===== src/rtl/lpc_host_pkg.sv =====
// Shared phase encoding and bus nibble codes for the LPC memory host.
// Assumes a single-byte memory cycle; no other cycle kinds are encoded.
package lpc_host_pkg;

    typedef enum logic [3:0] {
        PH_IDLE,
        PH_START,
        PH_CTYPE,
        PH_ADDR,
        PH_WLO,
        PH_WHI,
        PH_HTAR0,
        PH_HTAR1,
        PH_SYNC,
        PH_RLO,
        PH_RHI,
        PH_TTAR0,
        PH_TTAR1,
        PH_ABORT,
        PH_DONE
    } phase_t;

    localparam logic [3:0] NIB_START   = 4'b0000;
    localparam logic [3:0] NIB_CT_RD   = 4'b0100;
    localparam logic [3:0] NIB_CT_WR   = 4'b0110;
    localparam logic [3:0] NIB_PARK    = 4'b1111;
    localparam logic [3:0] SYNC_READY  = 4'b0000;
    localparam logic [3:0] SYNC_WAIT   = 4'b0101;

endpackage


===== src/rtl/lpc_host_span_cnt.sv =====
// Clock-span counter: counts enabled clocks since the last clear and flags
// the clock on which LIMIT clocks have been seen (LIMIT-th enabled clock).
// Assumes LIMIT >= 1; saturates at the hit value.
module lpc_host_span_cnt #(
    parameter int LIMIT = 4
) (
    input  logic clk,
    input  logic rst_n,
    input  logic clr_i,
    input  logic en_i,
    output logic hit_o
);
    localparam int CW = (LIMIT > 1) ? $clog2(LIMIT) : 1;

    logic [CW-1:0] cnt;

    // Hit marks the last clock of the span.
    assign hit_o = (cnt == CW'(LIMIT - 1));

    // Count enabled clocks, cleared on request and held at the hit value.
    always_ff @(posedge clk) begin
        if (!rst_n || clr_i) begin
            cnt <= '0;
        end else if (en_i && !hit_o) begin
            cnt <= cnt + 1'b1;
        end
    end
endmodule


===== src/rtl/lpc_host_nibsel.sv =====
// Outgoing nibble selector: picks the nibble the host drives for the current
// phase. Address nibbles are indexed by idx_i (ADDR_NIBS-1 = most significant).
// Assumes the caller gates the result with its own output enable.
module lpc_host_nibsel
    import lpc_host_pkg::*;
#(
    parameter int ADDR_W = 32,
    parameter int IDX_W  = 3
) (
    input  phase_t             phase_i,
    input  logic               write_i,
    input  logic [ADDR_W-1:0]  addr_i,
    input  logic [7:0]         wdata_i,
    input  logic [IDX_W-1:0]   idx_i,
    output logic [3:0]         nib_o
);
    // Phase-driven nibble multiplexer.
    always_comb begin
        unique case (phase_i)
            PH_START: nib_o = NIB_START;
            PH_CTYPE: nib_o = write_i ? NIB_CT_WR : NIB_CT_RD;
            PH_ADDR:  nib_o = addr_i[{idx_i, 2'b00} +: 4];
            PH_WLO:   nib_o = wdata_i[3:0];
            PH_WHI:   nib_o = wdata_i[7:4];
            default:  nib_o = NIB_PARK;
        endcase
    end
endmodule


===== src/rtl/lpc_mem_host.sv =====
// LPC memory cycle host: runs one single-byte memory read or write per
// request, polls SYNC for up to SYNC_LIMIT clocks and aborts on timeout or on
// an unknown SYNC code. Assumes req_* inputs are stable in the start clock.
module lpc_mem_host
    import lpc_host_pkg::*;
#(
    parameter int SYNC_LIMIT = 16,
    parameter int ABORT_CLKS = 4
) (
    input  logic        clk,
    input  logic        rst_n,
    input  logic        req_start_i,
    input  logic        req_write_i,
    input  logic [31:0] req_addr_i,
    input  logic [7:0]  req_wdata_i,
    input  logic [3:0]  bus_in_i,
    output logic [3:0]  bus_out_o,
    output logic        bus_oe_o,
    output logic        frame_n_o,
    output logic        busy_o,
    output logic        done_o,
    output logic [7:0]  rdata_o,
    output logic        err_o,
    output logic        timeout_o
);
    localparam int ADDR_W    = 32;
    localparam int ADDR_NIBS = ADDR_W / 4;
    localparam int IDX_W     = $clog2(ADDR_NIBS);

    phase_t              phase;
    logic                wr_q;
    logic [ADDR_W-1:0]   addr_q;
    logic [7:0]          wdata_q;
    logic [IDX_W-1:0]    idx_q;
    logic                sync_last;
    logic                abort_last;
    logic [3:0]          nib;

    // Limit on SYNC polling clocks.
    lpc_host_span_cnt #(.LIMIT(SYNC_LIMIT)) u_sync_span (
        .clk   (clk),
        .rst_n (rst_n),
        .clr_i (phase != PH_SYNC),
        .en_i  (phase == PH_SYNC),
        .hit_o (sync_last)
    );

    // Length of the abort frame.
    lpc_host_span_cnt #(.LIMIT(ABORT_CLKS)) u_abort_span (
        .clk   (clk),
        .rst_n (rst_n),
        .clr_i (phase != PH_ABORT),
        .en_i  (phase == PH_ABORT),
        .hit_o (abort_last)
    );

    lpc_host_nibsel #(.ADDR_W(ADDR_W), .IDX_W(IDX_W)) u_nibsel (
        .phase_i (phase),
        .write_i (wr_q),
        .addr_i  (addr_q),
        .wdata_i (wdata_q),
        .idx_i   (idx_q),
        .nib_o   (nib)
    );

    // Phase sequencing, request capture, read data and status capture.
    always_ff @(posedge clk) begin
        if (!rst_n) begin
            phase     <= PH_IDLE;
            wr_q      <= 1'b0;
            addr_q    <= '0;
            wdata_q   <= '0;
            idx_q     <= '0;
            rdata_o   <= '0;
            err_o     <= 1'b0;
            timeout_o <= 1'b0;
        end else begin
            unique case (phase)
                PH_IDLE: begin
                    if (req_start_i) begin
                        wr_q      <= req_write_i;
                        addr_q    <= req_addr_i;
                        wdata_q   <= req_wdata_i;
                        err_o     <= 1'b0;
                        timeout_o <= 1'b0;
                        phase     <= PH_START;
                    end
                end
                PH_START: phase <= PH_CTYPE;
                PH_CTYPE: begin
                    idx_q <= IDX_W'(ADDR_NIBS - 1);
                    phase <= PH_ADDR;
                end
                PH_ADDR: begin
                    if (idx_q == '0) begin
                        phase <= wr_q ? PH_WLO : PH_HTAR0;
                    end else begin
                        idx_q <= idx_q - 1'b1;
                    end
                end
                PH_WLO:   phase <= PH_WHI;
                PH_WHI:   phase <= PH_HTAR0;
                PH_HTAR0: phase <= PH_HTAR1;
                PH_HTAR1: phase <= PH_SYNC;
                PH_SYNC: begin
                    if (bus_in_i == SYNC_READY) begin
                        phase <= wr_q ? PH_TTAR0 : PH_RLO;
                    end else if (bus_in_i == SYNC_WAIT) begin
                        if (sync_last) begin
                            timeout_o <= 1'b1;
                            phase     <= PH_ABORT;
                        end
                    end else begin
                        err_o <= 1'b1;
                        phase <= PH_ABORT;
                    end
                end
                PH_RLO: begin
                    rdata_o[3:0] <= bus_in_i;
                    phase        <= PH_RHI;
                end
                PH_RHI: begin
                    rdata_o[7:4] <= bus_in_i;
                    phase        <= PH_TTAR0;
                end
                PH_TTAR0: phase <= PH_TTAR1;
                PH_TTAR1: phase <= PH_DONE;
                PH_ABORT: if (abort_last) phase <= PH_DONE;
                PH_DONE:  phase <= PH_IDLE;
                default:  phase <= PH_IDLE;
            endcase
        end
    end

    // Bus pin drive: the host owns the bus except while the target talks.
    always_comb begin
        bus_out_o = nib;
        frame_n_o = !((phase == PH_START) || (phase == PH_ABORT));
        bus_oe_o  = !((phase == PH_HTAR1) || (phase == PH_SYNC) ||
                      (phase == PH_RLO)   || (phase == PH_RHI)  ||
                      (phase == PH_TTAR0) || (phase == PH_TTAR1));
        busy_o    = (phase != PH_IDLE);
        done_o    = (phase == PH_DONE);
    end
endmodule


===== config.mk =====
export PLATFORM = sky130hd
export DESIGN_NAME = lpc_mem_host
export DESIGN_NICKNAME = d
export VERILOG_FILES = /design/src/rtl/lpc_host_pkg.sv /design/src/rtl/lpc_host_span_cnt.sv /design/src/rtl/lpc_host_nibsel.sv /design/src/rtl/lpc_mem_host.sv
export SDC_FILE = /design/constraint.sdc
export NUM_CORES = 1
export LEC_CHECK = 0
export BUFFER_PORTS_ARGS = -buffer_cell sky130_fd_sc_hd__clkbuf_2
export CELL_PAD_IN_SITES_DETAIL_PLACEMENT = 0
export CELL_PAD_IN_SITES_GLOBAL_PLACEMENT = 2
export CORE_ASPECT_RATIO = 0.8
export CORE_MARGIN = 3
export CORE_UTILIZATION = 36
export DETAILED_ROUTE_END_ITERATION = 8
export PLACE_DENSITY_LB_ADDON = 0.1
export SLEW_MARGIN = 10
export SYNTH_ARGS = -nofsm -noshare
export SYNTH_HDL_FRONTEND = slang
export SYNTH_SLANG_ARGS = --single-unit

===== constraint.sdc =====
create_clock -name clk -period 3.52 [get_ports clk]
set_clock_uncertainty 0.05 [all_clocks]
set_input_delay 0.352 -clock clk [delete_from_list [all_inputs] [get_ports clk]]
set_output_delay 0.352 -clock clk [all_outputs]
set_load 0.05 [all_outputs]

==> run summary, run 1 <==
status -> completed
Rows -> 30
DR DRC count -> 0
total chip power -> 2.14 mW
Avg Inst Size Synth -> 9.30 um2
Non-Filler Instances -> 521
first-pass GRT wire length -> 12400 um
Worst setup EP type -> output port
Core ar. -> 8670 um2
buffer count from post-CTS setup fixing -> 0
DR vias/cell -> 4.90
Final #Nets -> 457
worst path cell trace -> mux4_2, mux2i_1, o21ai_0, clkbuf_2
Die Span Y -> 91.3 um
gr usage total -> 15.2%
Seq/Total Area, Yosys -> 39.2%
slowest stage delay, CP -> 0.76 ns
CTS resizes -> 0
Cell Area, Placed -> 3570 um2
worst min path class -> in2reg
syn nets -> 404
largest cells by area after synthesis -> dfxtp_1 39%, a21oi_2 11%, nand2_1 6.9%
final worst setup slack -> 0.807 ns
initial antenna violation count -> 0
DIE AREA -> 10300 um2
Cell Area, Synth -> 3270 um2
Die Wd -> 113 um
final period utilization -> 77.1%
Yosys top cell area share -> 39.2%
crit start category -> register
Slowest-stage cell, CP -> dfxtp_1
grt ovf -> 0
final hold vios -> 0
vias in the first global route -> 2456
DR vias -> 2554
initial core utilization -> 37.7%
CP max FO -> 11
post-route design area -> 3870 um2
root buf cell -> clkbuf_16
IO buf count -> 65
CTS tree -> done
# hold bufs at CTS -> 0
largest net degree at the start of global routing -> 42
IO Pins -> 66
Yosys top cell by area -> dfxtp_1
Post-synth EDFFs -> 0
Worst EP arrival -> 2.31 ns
Max VDD drop -> 247 uV
Routed WL -> 7710 um
HPWL Detailed -> 5500 um
Worst EP required -> 3.12 ns
Ys Warns -> 0
Bufs on Longest Clock Path -> 2
pre-CTS setup slack -> 1.11 ns
Final setup viols -> 0
Slew Viols, Final -> 0
CTS Buf Count -> 9
asr flop ratio synth -> 0%
Syn Inst Count -> 352
Slew HR -> 24.6%
power per cell area -> 554 nW/um2
antenna cells -> 0
clk_lat worst skew -> 0.32 ns
Synth cell types -> 46
Avg WL per Cell -> 14.8 um
Final ANT Viol Nets -> 0
clk sinks -> 64
RSZ-0062 raised after global routing -> false
Worst-Margin Slew -> 1.13 ns
top_reg_cell synth -> dfxtp_1
Reg clk slew, reported paths -> 0.05 ns
CTS H-tree lvls -> 3
kind of critical path -> reg2out
Synth-to-Final Area Change -> 18.4%
Synth Register Bits -> 64
share of layout cells above drive strength 1 -> 43.0%
max-cap violation count -> 0
Detailed Route Iter0 Violations -> 94
Placer Congestion -> 0.753
placed cell count -> 506
Final TNS setup -> 0 ns
Leakage -> 1.47 nW
FMAX -> 369 MHz
fin crit period -> 2.71 ns
drt pass-1 iters -> 4
-- layer usage --
layer	share of wire (%)	track usage (%)	up-vias	routed length [um]
li1	-	-	1315	-
met1	54	22.7	1169	4170
met2	40	20.6	62	3050
met3	5.1	4.86	8	393
met4	1.2	4.70	0	92
met5	0	0	-	0
-- path summary, 6_finish.rpt --
check	depth (start not counted)	end	slack, ns	startpoint
max	4	bus_out_o[0]	0.81	idx_q[0]
min	3	addr_q[26]	0.20	req_addr_i[26]
max reg2reg	4	addr_q[5]	1.22	phase[2]
min reg2reg	2	timeout_o	0.41	timeout_o
-- stage by stage --
stage | hold WS (ns) | utilization (%)
6_report | 0.197 | 44.7
5_1_grt | 0.192 | 44.7
4_1_cts | 0.184 | 44.7
3_5_place_dp | 0.403 | 41.1
3_3_place_gp | 0.395 | 41.1
2_1_floorplan | 0.393 | -
-- worst max-delay path, delay by kind of cell, from the launching register on --
kind,cells,cell delay [ns]
AOI/OAI and AO/OA,1,0.16
buffers and inverters,1,0.28
DFF,1,0.76
muxes,2,0.78
-- cells in the mapped netlist (3+ instances only) --
| cell type | count |
|---|---|
| a211oi_1 | 3 |
| a21oi_1 | 8 |
| a21oi_2 | 40 |
| a221oi_1 | 3 |
| and3_1 | 3 |
| buf_12 | 4 |
| buf_2 | 4 |
| buf_4 | 5 |
| clkbuf_1 | 12 |
| dfxtp_1 | 64 |
| ha_1 | 4 |
| inv_1 | 7 |
| mux2i_1 | 14 |
| mux4_2 | 8 |
| nand2_1 | 60 |
| nand2_2 | 36 |
| nand2b_1 | 5 |
| nand3_1 | 4 |
| nor2_1 | 23 |
| nor3_1 | 5 |
| o21ai_0 | 7 |
-- placed cells by master (no fill, tap or decap), types with 5 or more instances in the layout --
cell,instances
dfxtp_1,64
clkbuf_16,9
a21oi_2,40
nor2_1,23
nand2_2,36
mux2i_1,14
mux4_2,8
clkbuf_2,65
nand2b_1,5
nand2_1,60
a21oi_1,8
nor3_1,5
o21ai_0,7
inv_1,6
-- logic make-up after synthesis --
| family | Yosys count | share of synthesized area, % |
|---|---|---|
| flops | 64 | 39.2 |
| simple gates | 152 | 24.6 |
| buf+inv | 34 | 6.85 |
| mux | 22 | 9.79 |
| fa+ha+maj | 4 | 1.53 |
| compound gates | 73 | 17.3 |
| xor+xnor | 3 | 0.803 |
-- flip-flops by register name (all words and copies together), names as in the netlist --
| signal | flops |
|---|---|
| u_sync_span.cnt | 4 |
| phase | 4 |
| timeout_o | 1 |
| u_abort_span.cnt | 2 |
| rdata_o | 8 |
| err_o | 1 |
| idx_q | 3 |
| wr_q | 1 |
| addr_q | 32 |
| wdata_q | 8 |
-- area by class of cell --
type	count	area, um2
Tap cell	112	140
Clock buffer	12	267
Timing Repair Buffer	68	348
Multi-Input combinational cell	254	1770
Sequential cell	64	1280
Inverter	8	30.0
Fill cell	875	4800
Clock inverter	3	40.0
-- report_power, final --
group | switching [mW] | internal, mW | leakage (nW)
clock | 0.309 | 0.599 | 0.154
sequential | 0.0621 | 0.777 | 0.522
combinational | 0.246 | 0.150 | 0.794
total | 0.618 | 1.53 | 1.47
No activity file was read; power rests on OpenSTA's default activity.
==> inputs of run 2 (changes only) <==
--- a/config.mk
+++ b/config.mk
@@ -5,12 +5,13 @@
 export SDC_FILE = /design/constraint.sdc
 export NUM_CORES = 1
 export LEC_CHECK = 0
+export ABC_AREA = 1
 export BUFFER_PORTS_ARGS = -buffer_cell sky130_fd_sc_hd__clkbuf_2
 export CELL_PAD_IN_SITES_DETAIL_PLACEMENT = 0
 export CELL_PAD_IN_SITES_GLOBAL_PLACEMENT = 2
 export CORE_ASPECT_RATIO = 0.8
 export CORE_MARGIN = 3
-export CORE_UTILIZATION = 36
+export CORE_UTILIZATION = 27
 export DETAILED_ROUTE_END_ITERATION = 8
 export PLACE_DENSITY_LB_ADDON = 0.1
 export SLEW_MARGIN = 10
==> constraint.sdc (replaced) <==
create_clock -name clk -period 2.22 [get_ports clk]
set_clock_uncertainty 0.05 [all_clocks]
set_input_delay 0.222 -clock clk [delete_from_list [all_inputs] [get_ports clk]]
set_output_delay 0.222 -clock clk [all_outputs]
set_load 0.05 [all_outputs]
==> run 2 against run 1 <==
Clock-buffer cell count down 2. Non-clock buffer count increased by 4. Sequential share of layout area is 0.49 points higher. Final area down 1.2%. Critical endpoint is now bus_out_o[2]. Largest cell class unchanged. Largest power group unchanged. Highest routed layer unchanged.
==> run summary, run 2 <==
crit start category -> register (unchanged)
placed cell count -> 612 (was 506)
root buf cell -> clkbuf_16 (unchanged)
most numerous cell in the Yosys netlist -> a21oi_1 (was dfxtp_1)
Core Util, Final -> 36.1% (was 44.7%)
Worst-Margin Slew -> 0.342 ns (was 1.13 ns)
reg2reg start -> idx_q[1] (was phase[2])
most frequent cells in the layout -> 68 x a21oi_1, 61 x dfxtp_1, 61 x clkbuf_2 (was 65 x clkbuf_2, 64 x dfxtp_1, 60 x nand2_1)
antenna cells -> 0 (unchanged)
Leakage -> 1.69 nW (was 1.47 nW)
worst reg-to-reg path cell count -> 10 (was 4)
DR vias/cell -> 4.50 (was 4.90)
Routed WL -> 8350 um (was 7710 um)
Placer Congestion -> 0.842 (was 0.753)
status -> completed (unchanged)
Worst Setup SP -> phase[3] (was idx_q[0])
Synth-to-Final Area Change -> 26.0% (was 18.4%)
DIE AREA -> 12600 um2 (was 10300 um2)
Synth cell types -> 30 (was 46)
Slew Viols, Final -> 0 (unchanged)
commonest cells in the netlist -> 68 x a21oi_1, 64 x dfxtp_1, 58 x inv_1 (was 64 x dfxtp_1, 60 x nand2_1, 40 x a21oi_2)
Core ar. -> 10600 um2 (was 8670 um2)
Seq/Total Area, Yosys -> 42.2% (was 39.2%)
first-pass GRT wire length -> 14000 um (was 12400 um)
Max VDD drop -> 409 uV (was 247 uV)
Net Switching -> 1.15 mW (was 0.618 mW)
largest cells by area after synthesis -> dfxtp_1 42%, a21oi_1 11%, o21ai_0 8.4% (was dfxtp_1 39%, a21oi_2 11%, nand2_1 6.9%)
Die Wd -> 125 um (was 113 um)
Final ANT Viol Nets -> 0 (unchanged)
initial antenna violation count -> 0 (unchanged)
grt ovf -> 0 (unchanged)
CP max FO -> 5 (was 11)
Comb power frac -> 24.8% (was 18.5%)
Final #Nets -> 535 (was 457)
commonest non-fill, non-tap cell in the layout -> a21oi_1 (was clkbuf_2)
worst setup path end -> bus_out_o[2] (was bus_out_o[0])
hold_ws -> 0.111 ns (was 0.197 ns)
Synth Register Bits -> 64 (unchanged)
fraction of power spent switching nets -> 31.5% (was 28.8%)
Bufs on Longest Clock Path -> 2 (unchanged)
Die Span Y -> 101 um (was 91.3 um)
Ys Warns -> 0 (unchanged)
kind of critical path -> reg2out (unchanged)
Rows -> 33 (was 30)
Yosys top cell by area -> dfxtp_1 (unchanged)
Detailed Route Iter0 Violations -> 154 (was 94)
HPWL Detailed -> 6310 um (was 5500 um)
Pint -> 2.51 mW (was 1.53 mW)
max-cap violation count -> 0 (unchanged)
worst min path class -> in2reg (unchanged)
CTS tree -> done (unchanged)
Avg WL per Cell -> 13.3 um (was 14.8 um)
clk_lat worst skew -> 0.33 ns (was 0.32 ns)
vias in the first global route -> 2707 (was 2456)
Reg clk slew, reported paths -> 0.05 ns (about the same)
DR DRC count -> 0 (unchanged)
Syn Inst Count -> 420 (was 352)
RSZ-0062 raised after global routing -> false (unchanged)
fin crit period -> 2.05 ns
share of layout cells above drive strength 1 -> 24.0% (was 43.0%)
DR vias -> 2824 (was 2554)
CTS Buf Count -> 9 (unchanged)
asr flop ratio synth -> 0% (unchanged)
syn nets -> 472 (was 404)
clk sinks -> 64 (unchanged)
r2r setup slk -> 0.51 ns (was 1.22 ns)
Seq pwr share -> 37.0% (was 39.1%)
Post-synth EDFFs -> 0 (unchanged)
IO buf count -> 65 (unchanged)
power per cell area -> 958 nW/um2 (was 554 nW/um2)
CTS H-tree lvls -> 3 (unchanged)
Final setup viols -> 0 (unchanged)
drt pass-1 iters -> 4 (unchanged)
IO Pins -> 66 (unchanged)
number of flip-flops in the largest register -> 32 (unchanged)
Slew HR -> 77.1% (was 24.6%)
Cell Area, Synth -> 3040 um2 (was 3270 um2)
Final TNS setup -> 0 ns (unchanged)
Worst setup EP type -> output port (unchanged)
Largest Register -> addr_q (unchanged)
Worst EP required -> 1.95 ns (was 3.12 ns)
FMAX -> 489 MHz
largest net degree at the start of global routing -> 54 (was 42)
Yosys top cell area share -> 42.2% (was 39.2%)
gr usage total -> 14.2% (was 15.2%)
biggest regs -> addr_q: 32 flops, rdata_o: 8 flops, wdata_q: 8 flops (unchanged)
top_reg_cell synth -> dfxtp_1 (unchanged)
final hold vios -> 0 (unchanged)
initial core utilization -> 28.6% (was 37.7%)
Non-Filler Instances -> 628 (was 521)
RR Endpoint -> phase[1] (was addr_q[5])
Clk pwr share -> 38.2% (was 42.4%)
Avg Inst Size Synth -> 7.23 um2 (was 9.30 um2)
Worst EP arrival -> 1.77 ns (was 2.31 ns)
final period utilization -> 92.1%
## run 2: cell types whose count changed after synthesis, moves of 21 or more
cell	delta
a21oi_1	+60
inv_1	+51
a21oi_2	-39
nand2_2	-32
o21ai_1	+21
nand2_1	-26
o21ai_0	+44
## run 2: worst max-delay path, stage by stage, from the launching register on
cell and delay [ns]:
dfxtp_1 0.43, inv_2 0.07, nand2_1 0.13, inv_2 0.06, nand2_1 0.16, o21ai_0 0.10, nor2_1 0.14, o211ai_1 0.17
buf_12 0.19
## run 2: worst min path at each step
stage                  start    endpoint  slack (ns)  cells past startpoint
6_report       req_addr_i[3]   addr_q[3]        0.11                      3
5_1_grt        req_addr_i[2]   addr_q[2]        0.11                      3
4_1_cts        req_addr_i[2]   addr_q[2]        0.09                      3
3_5_place_dp       addr_q[0]   addr_q[0]        0.38                      2
3_3_place_gp      addr_q[16]  addr_q[16]        0.38                      2
2_1_floorplan    bus_in_i[0]  rdata_o[4]        0.34                      2
## run 2: power by group through the flow
stage               Sequential, mW  Clock [mW]  Combinational [mW]
CTS                           1.36        1.45               0.922
floorplan                     1.37           0               0.631
finish                        1.36        1.40               0.911
detailed placement            1.38           0               0.918
global placement              1.38           0               0.917
global route                  1.37        1.49                1.02
## run 2: cell families after synthesis
family	count (synthesis)	synth area share [%]
adder cells (fa/ha/maj)	4	1.65
AO/OA/AOI/OAI	155	26.4
XOR/XNOR	2	0.577
flip-flops	64	42.2
AND/OR/NAND/NOR	104	16.0
buffers and inverters	91	13.3
## run 2: what timing repair did
item / 4_1_cts / 5_1_grt
buffers inserted: 0 / 0
hold buffers: 0 / 0
resized for setup: 0 / 4
setup endpoints to repair: 0 / 2
## run 2: area by class of cell
type | instances | area (um2)
clock buffer | 10 | 239
clock inverter | 6 | 58.8
fill | 1155 | 6780
inverter | 71 | 267
multi-input combinational | 265 | 1350
sequential | 64 | 1280
tap | 140 | 175
timing repair buffer | 72 | 450
## run 2: per-stage QoR
stage          worst slack [ns]  power [mW]  cell area (um2)
4_1_cts                  0.0761        3.73             3820
3_5_place_dp              0.445        2.30             3530
5_1_grt                 0.00873        3.89             3830
6_report                  0.175        3.67             3830
2_1_floorplan             0.148        2.00             3040
3_3_place_gp              0.442        2.30             3530
## run 2: per-layer routing
metal	global-route usage, %	vias up	part of all wire, %
met5	0	-	0
met4	5.31	0	0.96
met3	3.92	6	5.3
met2	18.4	65	37
met1	21.7	1236	57
li1	-	1517	-
==> inputs of run 3 (changes only) <==
--- a/config.mk
+++ b/config.mk
@@ -14,6 +14,7 @@
 export CORE_UTILIZATION = 27
 export DETAILED_ROUTE_END_ITERATION = 8
 export PLACE_DENSITY_LB_ADDON = 0.1
+export REMOVE_ABC_BUFFERS = 1
 export SLEW_MARGIN = 10
 export SYNTH_ARGS = -nofsm -noshare
 export SYNTH_HDL_FRONTEND = slang
==> constraint.sdc (replaced) <==
create_clock -name clk -period 2.22 [get_ports clk]
set_clock_uncertainty 0.05 [all_clocks]
set_input_delay 0.111 -clock clk [delete_from_list [all_inputs] [get_ports clk]]
set_output_delay 0.111 -clock clk [all_outputs]
set_load 0.05 [all_outputs]
==> run 3 against run 2 <==
Flip-flop and latch count stayed put. Sequential share of layout area is 0.50 points lower. Worst hold slack worse by 0.11 ns. Sequential power hardly changed. The flow now finishes with violations (hold timing). Total power is 1.1% lower. Clock power hardly changed. Die area stayed put. Combinational power is 7.6% lower.
==> run summary, run 3 (same netlist as run 2, synthesis figures left out) <==
crit start category -> register (unchanged)
worst min path class -> in2reg (unchanged)
Routed WL -> 8240 um (was 8350 um)
Seq pwr share -> 37.3% (was 37.0%)
Slew HR -> 74.4% (was 77.1%)
Slew Viols, Final -> 0 (unchanged)
Synth-to-Final Area Change -> 27.7% (was 26.0%)
grt ovf -> 0 (unchanged)
Rows -> 33 (unchanged)
Die Span Y -> 101 um (unchanged)
CTS Buf Count -> 9 (unchanged)
IO buf count -> 65 (unchanged)
CTS H-tree lvls -> 3 (unchanged)
Final TNS setup -> 0 ns (unchanged)
kind of critical path -> reg2out (unchanged)
largest net degree at the start of global routing -> 41 (was 54)
Largest Register -> addr_q (unchanged)
Comb power frac -> 23.2% (was 24.8%)
antenna cells -> 0 (unchanged)
HP Start -> req_addr_i[7] (was req_addr_i[3])
Clk pwr share -> 39.5% (was 38.2%)
Final #Nets -> 547 (was 535)
first-pass GRT wire length -> 13800 um (was 14000 um)
reg2reg start -> idx_q[0] (was idx_q[1])
Pint -> 2.49 mW (was 2.51 mW)
Final ANT Viol Nets -> 0 (unchanged)
Cell Area, Placed -> 3460 um2 (was 3530 um2)
Worst-Margin Slew -> 0.383 ns (was 0.342 ns)
Avg WL per Cell -> 12.9 um (was 13.3 um)
Final setup viols -> 0 (unchanged)
failing checks -> hold timing
Worst setup EP type -> output port (unchanged)
root buf cell -> clkbuf_16 (unchanged)
Bufs on Longest Clock Path -> 2 (unchanged)
number of flip-flops in the largest register -> 32 (unchanged)
fin crit period -> 2.02 ns (was 2.05 ns)
final worst setup slack -> 0.197 ns (was 0.175 ns)
RSZ-0062 raised after global routing -> false (unchanged)
most frequent cells in the layout -> 68 x a21oi_1, 63 x dfxtp_1, 63 x clkbuf_2 (was 68 x a21oi_1, 61 x dfxtp_1, 61 x clkbuf_2)
final period utilization -> 91.1% (was 92.1%)
hold_ws -> -0.00124 ns (was 0.111 ns)
Detailed Route Iter0 Violations -> 156 (was 154)
IO Pins -> 66 (unchanged)
clk_lat worst skew -> 0.33 ns (about the same)
Worst EP arrival -> 1.86 ns (was 1.77 ns)
worst path cell trace -> clkinvlp_4, a21oi_1, o21ai_0, nand3_1, nand3_1, o211ai_1, buf_2 (was inv_2, nand2_1, inv_2, nand2_1, o21ai_0, nor2_1, o211ai_1, buf_12)
Net Switching -> 1.14 mW (was 1.15 mW)
DIE AREA -> 12600 um2 (unchanged)
Core ar. -> 10600 um2 (unchanged)
CTS tree -> done (unchanged)
clk sinks -> 64 (unchanged)
Placer Congestion -> 0.819 (was 0.842)
share of layout cells above drive strength 1 -> 23.2% (was 24.0%)
slowest stage delay, CP -> 0.37 ns (was 0.43 ns)
Worst EP required -> 2.06 ns (was 1.95 ns)
Slowest-stage cell, CP -> dfxtp_1 (unchanged)
post-route design area -> 3880 um2 (was 3830 um2)
most frequent cell on the critical path -> nand3_1
CP max FO -> 15 (was 5)
vias in the first global route -> 2712 (was 2707)
DR vias/cell -> 4.44 (was 4.50)
Die Wd -> 125 um (unchanged)
Leakage -> 1.71 nW (was 1.69 nW)
power per cell area -> 935 nW/um2 (was 958 nW/um2)
commonest non-fill, non-tap cell in the layout -> a21oi_1 (unchanged)
biggest regs -> addr_q: 32 flops, rdata_o: 8 flops, wdata_q: 8 flops (unchanged)
status -> finished with violations (was completed)
DR DRC count -> 0 (unchanged)
CP bufs+invs -> 2 (was 3)
Worst Setup SP -> idx_q[0] (was phase[3])
FMAX -> 494 MHz (was 489 MHz)
initial antenna violation count -> 0 (unchanged)
fraction of power spent switching nets -> 31.5% (about the same)
pre-CTS setup slack -> 0.335 ns (was 0.445 ns)
Crit path max-delay family -> buffers and inverters (was simple AND/OR/NAND/NOR gates)
DR vias -> 2841 (was 2824)
HPWL Detailed -> 6160 um (was 6310 um)
final hold vios -> 1 (was 0)
max-cap violation count -> 0 (unchanged)
Max VDD drop -> 317 uV (was 409 uV)
drt pass-1 iters -> 4 (unchanged)
Reg clk slew, reported paths -> 0.05 ns (about the same)
initial core utilization -> 28.6% (unchanged)
gr usage total -> 13.9% (was 14.2%)
## run 3: per-stage QoR
step                cells  hold WS, ns  utilization, %  power (mW)
floorplan             400        0.189               -        1.93
global placement      613        0.328            32.6        2.20
detailed placement    613        0.335            32.6        2.21
CTS                   639     0.000532            36.4        3.69
global route          640       0.0142            36.6        3.87
finish                640     -0.00124            36.6        3.63
## run 3: path summary, 6_finish.rpt
kind	end	slack, ns	cells after the start
setup / recovery	bus_out_o[2]	0.20	7
hold / removal	addr_q[7]	-0.001	3
setup reg to reg	phase[1]	0.37	11
hold reg to reg	addr_q[0]	0.39	2
## run 3: timing repair
action | in CTS | in global routing
hold endpoints to repair | 10 | 0
endpoints found under the setup margin | 0 | 4
hold buffers | 10 | 0
gates resized for setup | 0 | 5
buffers inserted | 0 | 1
## run 3: area by class of cell
type | instances | area (um2)
fill | 1164 | 6730
multi-input combinational | 265 | 1350
clock inverter | 3 | 40.0
inverter | 71 | 274
sequential | 64 | 1280
timing repair buffer | 84 | 493
clock buffer | 13 | 260
tap | 140 | 175
## run 3: worst reg2reg max path, stage by stage, from the launching register on
cell and delay, ns:
dfxtp_1 0.37, clkinvlp_4 0.22, buf_4 0.22, ha_1 0.19, nand2_1 0.11, nand3_2 0.16, nand2_1 0.10, clkinv_1 0.07
nand2_1 0.06, nor2_1 0.05, nand2_1 0.09, a21oi_2 0.05
## run 3: per-layer routing
layer / GRT usage [%] / vias to the layer above / routed length (um)
met5: 0 / - / 0
met4: 5.56 / 0 / 118
met3: 3.76 / 10 / 382
met2: 19.1 / 58 / 3160
met1: 20.4 / 1239 / 4580
li1: - / 1534 / -
## run 3: power by group through the flow
stage	clock network (mW)	logic [mW]	registers [mW]
detailed placement	0	0.837	1.37
CTS	1.49	0.855	1.35
global route	1.54	0.959	1.37
floorplan	0	0.539	1.39
global placement	0	0.832	1.37
finish	1.43	0.842	1.35
